--- config.mk ---
export PLATFORM = sky130hd
export DESIGN_NAME = cmd_list_unit
export DESIGN_NICKNAME = d
export VERILOG_FILES = /design/src/rtl/cmdu_pkg.sv /design/src/rtl/cmdu_stub.sv /design/src/rtl/cmdu_flags.sv /design/src/rtl/cmdu_walker.sv /design/src/rtl/cmd_list_unit.sv
export SDC_FILE = /design/constraint.sdc
export NUM_CORES = 1
export LEC_CHECK = 0
export ABC_CLOCK_PERIOD_IN_PS = 2900
export BUFFER_PORTS_ARGS = -buffer_cell sky130_fd_sc_hd__buf_2
export CAP_MARGIN = 20
export CORE_ASPECT_RATIO = 1.1
export CORE_UTILIZATION = 45
export CTS_BUF_LIST = sky130_fd_sc_hd__clkbuf_4 sky130_fd_sc_hd__clkbuf_8
export DETAILED_ROUTE_END_ITERATION = 8
export PLACE_DENSITY = 0.71
export SYNTH_ARGS = -nofsm -noshare
export SYNTH_HDL_FRONTEND = slang
export SYNTH_SLANG_ARGS = --single-unit
--- constraint.sdc ---
create_clock -name clk -period 2.9 [get_ports clk]
set_input_delay 0.29 -clock clk [delete_from_list [all_inputs] [get_ports clk]]
set_output_delay 0.29 -clock clk [all_outputs]
set_load 0.005 [all_outputs]
--- src/rtl/cmdu_pkg.sv ---
package cmdu_pkg;

    typedef enum logic [1:0] {
        CU_IDLE   = 2'd0,
        CU_SUSP   = 2'd1,
        CU_ACTIVE = 2'd2
    } cu_state_e;

    typedef enum logic [2:0] {
        HC_NOP      = 3'd0,
        HC_START    = 3'd1,
        HC_RESUME   = 3'd2,
        HC_SUSPEND  = 3'd3,
        HC_ABORT    = 3'd4,
        HC_THR_NEXT = 3'd5,
        HC_THR_NOW  = 3'd6,
        HC_SPARE    = 3'd7
    } host_cmd_e;

    typedef enum logic [2:0] {
        W_IDLE,
        W_RD_CMD,
        W_WT_CMD,
        W_RD_LNK,
        W_WT_LNK,
        W_EXEC,
        W_WR_ST,
        W_WT_ST
    } walk_e;

    // flag positions inside the command word
    localparam int EL_BIT   = 31;
    localparam int SUSP_BIT = 30;
    localparam int INT_BIT  = 29;

    // status half written back into bits 15:0
    localparam logic [15:0] ST_NORMAL = 16'hA000;
    localparam logic [15:0] ST_ABORT  = 16'h9000;

endpackage

--- src/rtl/cmdu_stub.sv ---
module cmdu_stub #(
    parameter int EXEC_CYCLES = 8
) (
    input  logic clk,
    input  logic rst_n,
    input  logic run,
    output logic done
);
    localparam int CW = $clog2(EXEC_CYCLES + 1);

    logic [CW-1:0] cnt_q;

    assign done = run && (cnt_q == CW'(EXEC_CYCLES - 1));

    always_ff @(posedge clk) begin
        if (!rst_n || !run) begin
            cnt_q <= '0;
        end else if (!done) begin
            cnt_q <= cnt_q + CW'(1);
        end
    end
endmodule

--- src/rtl/cmdu_flags.sv ---
module cmdu_flags (
    input  logic clk,
    input  logic rst_n,
    input  logic soft_rst,
    input  logic clr_cx,
    input  logic clr_cna,
    input  logic set_cx,
    input  logic set_cna,
    output logic cx,
    output logic cna,
    output logic irq
);
    always_ff @(posedge clk) begin
        if (!rst_n) begin
            cx  <= 1'b0;
            cna <= 1'b0;
            irq <= 1'b0;
        end else begin
            irq <= cx | cna;
            if (soft_rst) begin
                cx  <= 1'b0;
                cna <= 1'b0;
            end else begin
                cx  <= set_cx  | (cx  & ~clr_cx);
                cna <= set_cna | (cna & ~clr_cna);
            end
        end
    end
endmodule

--- src/rtl/cmdu_walker.sv ---
module cmdu_walker
    import cmdu_pkg::*;
#(
    parameter int AW = 16
) (
    input  logic          clk,
    input  logic          rst_n,
    input  logic          soft_rst,
    input  logic          cmd_valid,
    input  host_cmd_e     cmd,
    input  logic [AW-1:0] list_head,
    output logic          mem_req,
    output logic          mem_we,
    output logic [AW-1:0] mem_addr,
    output logic [31:0]   mem_wdata,
    input  logic          mem_rvalid,
    input  logic [31:0]   mem_rdata,
    output logic          exec_run,
    input  logic          exec_done,
    output cu_state_e     cu_state,
    output logic          set_cx,
    output logic          set_cna
);
    walk_e         walk_q, walk_d;
    cu_state_e     cu_q, cu_d;
    logic [AW-1:0] ptr_q, ptr_d, link_q, link_d;
    logic [15:0]   hi_q, hi_d, st_q, st_d;
    logic          susp_q, susp_d, abrt_q, abrt_d;
    logic          unused_rd_bits;

    assign unused_rd_bits = ^mem_rdata;

    // next-state process
    always_comb begin
        walk_d  = walk_q;
        cu_d    = cu_q;
        ptr_d   = ptr_q;
        link_d  = link_q;
        hi_d    = hi_q;
        st_d    = st_q;
        susp_d  = susp_q;
        abrt_d  = abrt_q;
        set_cx  = 1'b0;
        set_cna = 1'b0;

        unique case (walk_q)
            W_IDLE:   ;
            W_RD_CMD: walk_d = W_WT_CMD;
            W_WT_CMD: if (mem_rvalid) begin
                hi_d = mem_rdata[31:16];
                if (abrt_q) begin
                    st_d   = ST_ABORT;
                    walk_d = W_WR_ST;
                end else begin
                    walk_d = W_RD_LNK;
                end
            end
            W_RD_LNK: walk_d = W_WT_LNK;
            W_WT_LNK: if (mem_rvalid) begin
                link_d = mem_rdata[AW-1:0];
                if (abrt_q) begin
                    st_d   = ST_ABORT;
                    walk_d = W_WR_ST;
                end else begin
                    walk_d = W_EXEC;
                end
            end
            W_EXEC: if (abrt_q || exec_done) begin
                st_d   = abrt_q ? ST_ABORT : ST_NORMAL;
                walk_d = W_WR_ST;
            end
            W_WR_ST:  walk_d = W_WT_ST;
            W_WT_ST: if (mem_rvalid) begin
                set_cx = (st_q == ST_NORMAL) && hi_q[INT_BIT-16];
                if (abrt_q || hi_q[EL_BIT-16]) begin
                    walk_d  = W_IDLE;          // FINISH / KILL
                    cu_d    = CU_IDLE;
                    set_cna = 1'b1;
                end else if (hi_q[SUSP_BIT-16] || susp_q) begin
                    walk_d  = W_IDLE;          // PARK
                    cu_d    = CU_SUSP;
                    set_cna = 1'b1;
                end else begin
                    ptr_d  = link_q;           // NEXT
                    walk_d = W_RD_CMD;
                end
            end
            default: walk_d = W_IDLE;
        endcase

        if (cmd_valid) begin
            unique case (cmd)
                HC_START: if (cu_q != CU_ACTIVE) begin
                    cu_d   = CU_ACTIVE;
                    walk_d = W_RD_CMD;
                    ptr_d  = list_head;
                    susp_d = 1'b0;
                    abrt_d = 1'b0;
                end
                HC_RESUME: if (cu_q == CU_SUSP) begin
                    cu_d   = CU_ACTIVE;
                    walk_d = W_RD_CMD;
                    ptr_d  = link_q;
                    susp_d = 1'b0;
                    abrt_d = 1'b0;
                end
                HC_SUSPEND: if (cu_q == CU_ACTIVE) susp_d = 1'b1;
                HC_ABORT: begin
                    if (cu_q == CU_ACTIVE)    abrt_d = 1'b1;
                    else if (cu_q == CU_SUSP) cu_d   = CU_IDLE;
                end
                default: ;
            endcase
        end
    end

    // state register process
    always_ff @(posedge clk) begin
        if (!rst_n || soft_rst) begin
            walk_q <= W_IDLE;
            cu_q   <= CU_IDLE;
            ptr_q  <= '0;
            link_q <= '0;
            hi_q   <= '0;
            st_q   <= '0;
            susp_q <= 1'b0;
            abrt_q <= 1'b0;
        end else begin
            walk_q <= walk_d;
            cu_q   <= cu_d;
            ptr_q  <= ptr_d;
            link_q <= link_d;
            hi_q   <= hi_d;
            st_q   <= st_d;
            susp_q <= susp_d;
            abrt_q <= abrt_d;
        end
    end

    // output process
    always_comb begin
        mem_req   = (walk_q == W_RD_CMD) || (walk_q == W_RD_LNK) || (walk_q == W_WR_ST);
        mem_we    = (walk_q == W_WR_ST);
        mem_addr  = (walk_q == W_RD_LNK) ? ptr_q + AW'(1) : ptr_q;
        mem_wdata = {hi_q, st_q};
        exec_run  = (walk_q == W_EXEC);
        cu_state  = cu_q;
    end
endmodule

--- src/rtl/cmd_list_unit.sv ---
module cmd_list_unit
    import cmdu_pkg::*;
#(
    parameter int AW          = 16,
    parameter int EXEC_CYCLES = 8
) (
    input  logic          clk,
    input  logic          rst_n,
    input  logic          ca,
    input  logic [2:0]    host_cmd,
    input  logic          host_ack_cx,
    input  logic          host_ack_cna,
    input  logic          host_reset,
    input  logic [AW-1:0] list_head,
    output logic          mem_req,
    output logic          mem_we,
    output logic [AW-1:0] mem_addr,
    output logic [31:0]   mem_wdata,
    input  logic          mem_rvalid,
    input  logic [31:0]   mem_rdata,
    output logic [1:0]    cu_state,
    output logic          flag_cx,
    output logic          flag_cna,
    output logic          irq
);
    logic      soft_rst, cmd_valid;
    logic      exec_run, exec_done;
    logic      set_cx, set_cna;
    cu_state_e cu_st;

    assign soft_rst  = ca & host_reset;
    assign cmd_valid = ca & ~host_reset;
    assign cu_state  = cu_st;

    cmdu_walker #(.AW(AW)) u_walker (
        .clk        (clk),
        .rst_n      (rst_n),
        .soft_rst   (soft_rst),
        .cmd_valid  (cmd_valid),
        .cmd        (host_cmd_e'(host_cmd)),
        .list_head  (list_head),
        .mem_req    (mem_req),
        .mem_we     (mem_we),
        .mem_addr   (mem_addr),
        .mem_wdata  (mem_wdata),
        .mem_rvalid (mem_rvalid),
        .mem_rdata  (mem_rdata),
        .exec_run   (exec_run),
        .exec_done  (exec_done),
        .cu_state   (cu_st),
        .set_cx     (set_cx),
        .set_cna    (set_cna)
    );

    cmdu_stub #(.EXEC_CYCLES(EXEC_CYCLES)) u_stub (
        .clk   (clk),
        .rst_n (rst_n),
        .run   (exec_run),
        .done  (exec_done)
    );

    cmdu_flags u_flags (
        .clk      (clk),
        .rst_n    (rst_n),
        .soft_rst (soft_rst),
        .clr_cx   (ca & host_ack_cx),
        .clr_cna  (ca & host_ack_cna),
        .set_cx   (set_cx),
        .set_cna  (set_cna),
        .cx       (flag_cx),
        .cna      (flag_cna),
        .irq      (irq)
    );
endmodule

# --- After elaboration in Yosys (flattened, before gate mapping) ---
# Index checks and enable logic that the tools add are counted.
word_totals:
  reg_bits: 78
  inputBits: 58
  out_inout_bits: 55
classes:
  addsub: 2
  n_eq_ne: 23
  mux: 48
  bitwise_logic: 13
  reduce_logical: 21
ops:
  columns: ["op", "n"]
  rows:
  - ["2-to-1 mux 16 bit", 11]
  - ["case mux 16 bit (2 select lines)", 2]
  - ["2-to-1 mux 3 bit", 9]
  - ["case mux 3 bit (7 select lines)", 1]
  - ["2-to-1 mux 2 bit", 10]
  - ["adder 16 x 1 -> 16 bit, second input constant", 1]
  - ["equality test 16 bit, second input constant", 1]
  - ["equality test 3 bit, second input constant", 5]
  - ["2-to-1 mux 14 bit", 1]
  - ["equality test 3 x 2 -> 1 bit, second input constant", 4]
  - ["!= test 2 x 1 -> 1 bit, second input constant", 6]
  - ["2-to-1 mux 1 bit", 10]
  - ["AND reduction 5 bit", 2]
  - ["logical OR 1 bit", 7]
  - ["bitwise AND 1 bit", 6]
  - ["equality test 3 x 1 -> 1 bit, second input constant", 2]
  - ["case mux 1 bit (3 select lines)", 2]
  - ["case mux 2 bit (3 select lines)", 1]
  - ["case mux 3 bit (2 select lines)", 1]
  - ["nonzero test 3 bit", 2]
  - ["adder 4 x 1 -> 4 bit, second input constant", 1]
  - ["equality test 4 x 3 -> 1 bit, second input constant", 1]
  - ["!= test 2 bit, second input constant", 2]
  - ["NOT 1 bit", 4]
  - ["other kinds (9)", 15]

# --- Longest topological paths before layout ---
depth:
  word_depth: 9
  ltp_mapped: 7

# --- By module ---
# A second synthesis with hierarchy kept.
hier_totals:
  cells_unflattened: 476
  area_unflattened_um2: 3758.6
by_module_without_submodules:
  columns: ["mod", "n_inst", "cells_each", "area_each_um2"]
  rows:
  - ["cmdu_walker", 1, 443, 3432.0]
  - ["cmdu_stub", 1, 18, 193.9]
  - ["cmdu_flags", 1, 11, 103.8]
  - ["cmd_list_unit", 1, 4, 28.8]

# --- Worst setup path before layout ---
# OpenSTA, ideal clock, no wires.
synth_timing:
  path_kind: "reg2out"
  start: "register u_walker.walk_q[2]"
  end: "output port mem_addr[12]"
  t_arrival_ns: 1.440
  slack_ns: 1.170
  path_stages_with_launch: 6
  path_buffers: 1
  cell_sequence: "dfxtp_1 > buf_6 > nand3b_4 > or4_4 > nand2b_1 > xnor2_1"
synth_between:
  elab_chain_len: 2
synth_rtl:
  columns: ["item", "line", "text"]
  rows:
  - ["start, declared", "cmdu_walker.sv:24", "walk_e walk_q, walk_d;"]
  - ["start signal, assigned", "cmdu_walker.sv:129", "walk_q <= walk_d;"]
  - ["equality test 3 x 2 -> 1 bit", "cmdu_walker.sv:144", "mem_addr = (walk_q == W_RD_LNK) ? ptr_q + AW'(1) : ptr_q;"]
  - ["2-to-1 mux 16 bit", "cmdu_walker.sv:144", null]
  - ["end, declared", "cmd_list_unit.sv:17", "output logic [AW-1:0] mem_addr,"]
# Every way passes these cells.

# --- Final worst setup path ---
layout_timing:
  start: "register u_walker.walk_q[0]"
  end: "output port mem_addr[14]"
# Same word-level chain as after synthesis.

==> qor.yml <==
cts_tree: "done"
fin_ws_ns: 0.485
post_dp_cell_area_um2: 3670
first_pass_iters: 4
critPathBufInv: 1
root_buffer: "clkbuf_8"
postCtsSetupRepairBufs: 0
ys_seq_area_frac: 0.404
grt_pass1_wl_um: 12600
design_area_um2: 3870
core.rowCount: 31
clock_sinks: 65
total_power_mw: 1.77
netlist_area_um2: 3220
drv_slew: 0
crit_chain: "nand3b_4 -> or4_4 -> nor2b_1 -> xor2_1 -> buf_2"
clk_latency_ns: 0.34
diodes: 0
gp_congestion: 0.826
hold_buffers: 0
path_clk_slew_ns: 0.06
start_kind: "flip-flop"
synth_edf_count: 0
max-vdd-ir-drop_mv: 0.234
ys.flop_type: "dfxtp_1"
startpoint: "u_walker.walk_q[0]"
tightest_slew_ns: 0.761
p_switching_uw: 390
ios: 113
drt-total-wl_um: 7880
grtUsageTotal: 0.216
cts_max_path_buffers: 2
whs_ns: 0.183
postSynthCellCount: 390
period_needed_ns: 2.42
dp_slack_ns: 0.829
ant_nets: 0
die-area_um2: 7500
post-route-drc-count: 0
nNetsFinal: 539
critPathMaxFanout: 17
numCtsBuffers: 9
hold_path.class: "in2reg"
io_buffers: 99
fin_setup_tns_ns: 0
skew_ns: 0.00803
dpl.hpwl_um: 5690
grt_overflow: 0
leakagePower_nw: 1.74
cp-end-kind: "primary output"
critical-path-top-delay-family: "simple AND/OR/NAND/NOR gates"
path_class: "reg2out"
sequentialPowerShare: 0.506
power_density_nw_per_um2: 458
min-delay-start: "mem_rdata[20]"
combPwrFrac: 0.056
rr_startpoint: "u_walker.cu_state[0]"
cp.required_ns: 2.61
start_util: 0.477
dp_cells: 549
drv_cap: 0
synth.ff_latch_count: 65
max_freq_mhz: 414
routedWlPerCell_um: 13.9
status: "completed"
core_area_um2: 6750
vias: 3045
fin_util: 0.574
synth_cell_types: 48
maxSlewHeadroom: 0.491
critPathMaxStageDelay_ns: 0.63
fp.dieH_um: 90.7
ctsResizeCount: 0
p_int_mw: 1.38
drt_iter0_drc: 134
power.share.clock: 0.438
hold_viol_final: 0
switching_share: 0.220
grt_setup_unrepaired: "false"
syn_avg_cell_area_um2: 8.26
grt_pass1_vias: 2728
setup_viol: 0
stdcell_count: 565
via_per_inst: 5.39
fin_crit_sh: 0.833
area_growth_pct: 20.3
die_w_um: 82.7
grt_max_degree: 21
synthArstFlopShare: 0
cp_slowest_cell: "dfxtp_1"
fillerInstances: 635
drive_gt1_frac: 0.257
htreeDepth: 3
antenna_found_initial: 0
yosys_warnings: 0
critical_path_arrival_ns: 2.13
## flip-flops by register name, indices dropped and copies added (netlist names)
| signal | flops |
|---|---|
| u_flags.cx | 1 |
| u_walker.cu_state | 2 |
| u_walker.link_q | 16 |
| u_flags.irq | 1 |
| u_walker.st_q | 3 |
| u_flags.cna | 1 |
| u_walker.abrt_q | 1 |
| u_stub.cnt_q | 4 |
| u_walker.ptr_q | 16 |
| u_walker.walk_q | 3 |
| u_walker.hi_q | 16 |
| u_walker.susp_q | 1 |
## cell type report
type / instances / area [um2] / area share
multi-input cells: 294 / 1730 / 0.446
inverters: 7 / 26.3 / 0.00678
repair buffers: 102 / 518 / 0.134
clock inverters: 3 / 40.0 / 0.0103
clock buffers: 12 / 159 / 0.0410
well taps: 82 / 103 / 0.0265
flip-flops and latches: 65 / 1300 / 0.336
## cell usage after synthesis (all sizes together), types with 10 or more instances
cell type | count | area, um2
a21oi | 39 | 195
a22oi | 16 | 120
buf | 25 | 169
clkbuf | 11 | 41.3
dfxtp | 65 | 1300
mux2i | 17 | 170
nand2 | 80 | 303
nand3 | 10 | 50.1
nor2 | 18 | 67.6
o22ai | 17 | 106
xnor2 | 11 | 96.3
## cells by family (layout without fill, tap and decap cells)
group	count (synthesis)	after routing	synth area share
and+or+nand+nor	146	146	0.225
adders and majority gates	2	2	0.00777
xor gates and xnor gates	18	18	0.0490
buffers and inverters	43	124	0.0734
DFF	65	65	0.404
muxes	17	17	0.0528
AOI/OAI and AO/OA	98	98	0.187
other	1	13	0.00116
## per-layer routing
| layer | share of wire | routed length (um) | track usage |
|---|---|---|---|
| met1 | 0.45 | 3560 | 0.294 |
| met2 | 0.46 | 3640 | 0.331 |
| met3 | 0.070 | 553 | 0.0444 |
| met4 | 0.015 | 121 | 0.0819 |
| met5 | 0 | 0 | 0 |
## cells in the final DEF (no fill, tap or decap), drive strengths merged, types with 4 or more instances in the layout
cell | Yosys | routed
a21o | 5 | 5
a21oi | 39 | 39
a22oi | 16 | 16
a31oi | 4 | 4
buf | 25 | 102
clkbuf | 11 | 12
conb | 1 | 13
dfxtp | 65 | 65
inv | 7 | 7
mux2i | 17 | 17
nand2 | 80 | 80
nand2b | 4 | 4
nand3 | 10 | 10
nand4 | 4 | 4
nor2 | 18 | 18
nor2b | 7 | 7
o21ai | 7 | 7
o22ai | 17 | 17
xnor2 | 11 | 11
xor2 | 7 | 7
## power groups by stage
stage	Sequential [mW]	Combinational, mW	Clock, mW
after floorplan	0.916	0.0568	0
after global placement	0.917	0.0978	0
after detailed placement	0.917	0.0986	0
after CTS	0.897	0.0989	0.789
after global routing	0.896	0.110	0.831
final	0.897	0.0995	0.777
## final timing paths
kind,cells after the start,to,slack [ns]
hold reg to reg,2,u_walker.hi_q[5],0.45
setup reg to reg,4,u_walker.ptr_q[3],1.04
setup / recovery,5,mem_addr[14],0.48
hold / removal,3,u_walker.hi_q[4],0.18
## tightest hold or removal path, delay by kind of cell
kind                   cells  cell delay [ns]
buffers and inverters      1             0.09
AND/OR/NAND/NOR            1             0.04
AO/OA/AOI/OAI              1             0.05
Note: power is estimated with default switching activity, not from simulation.
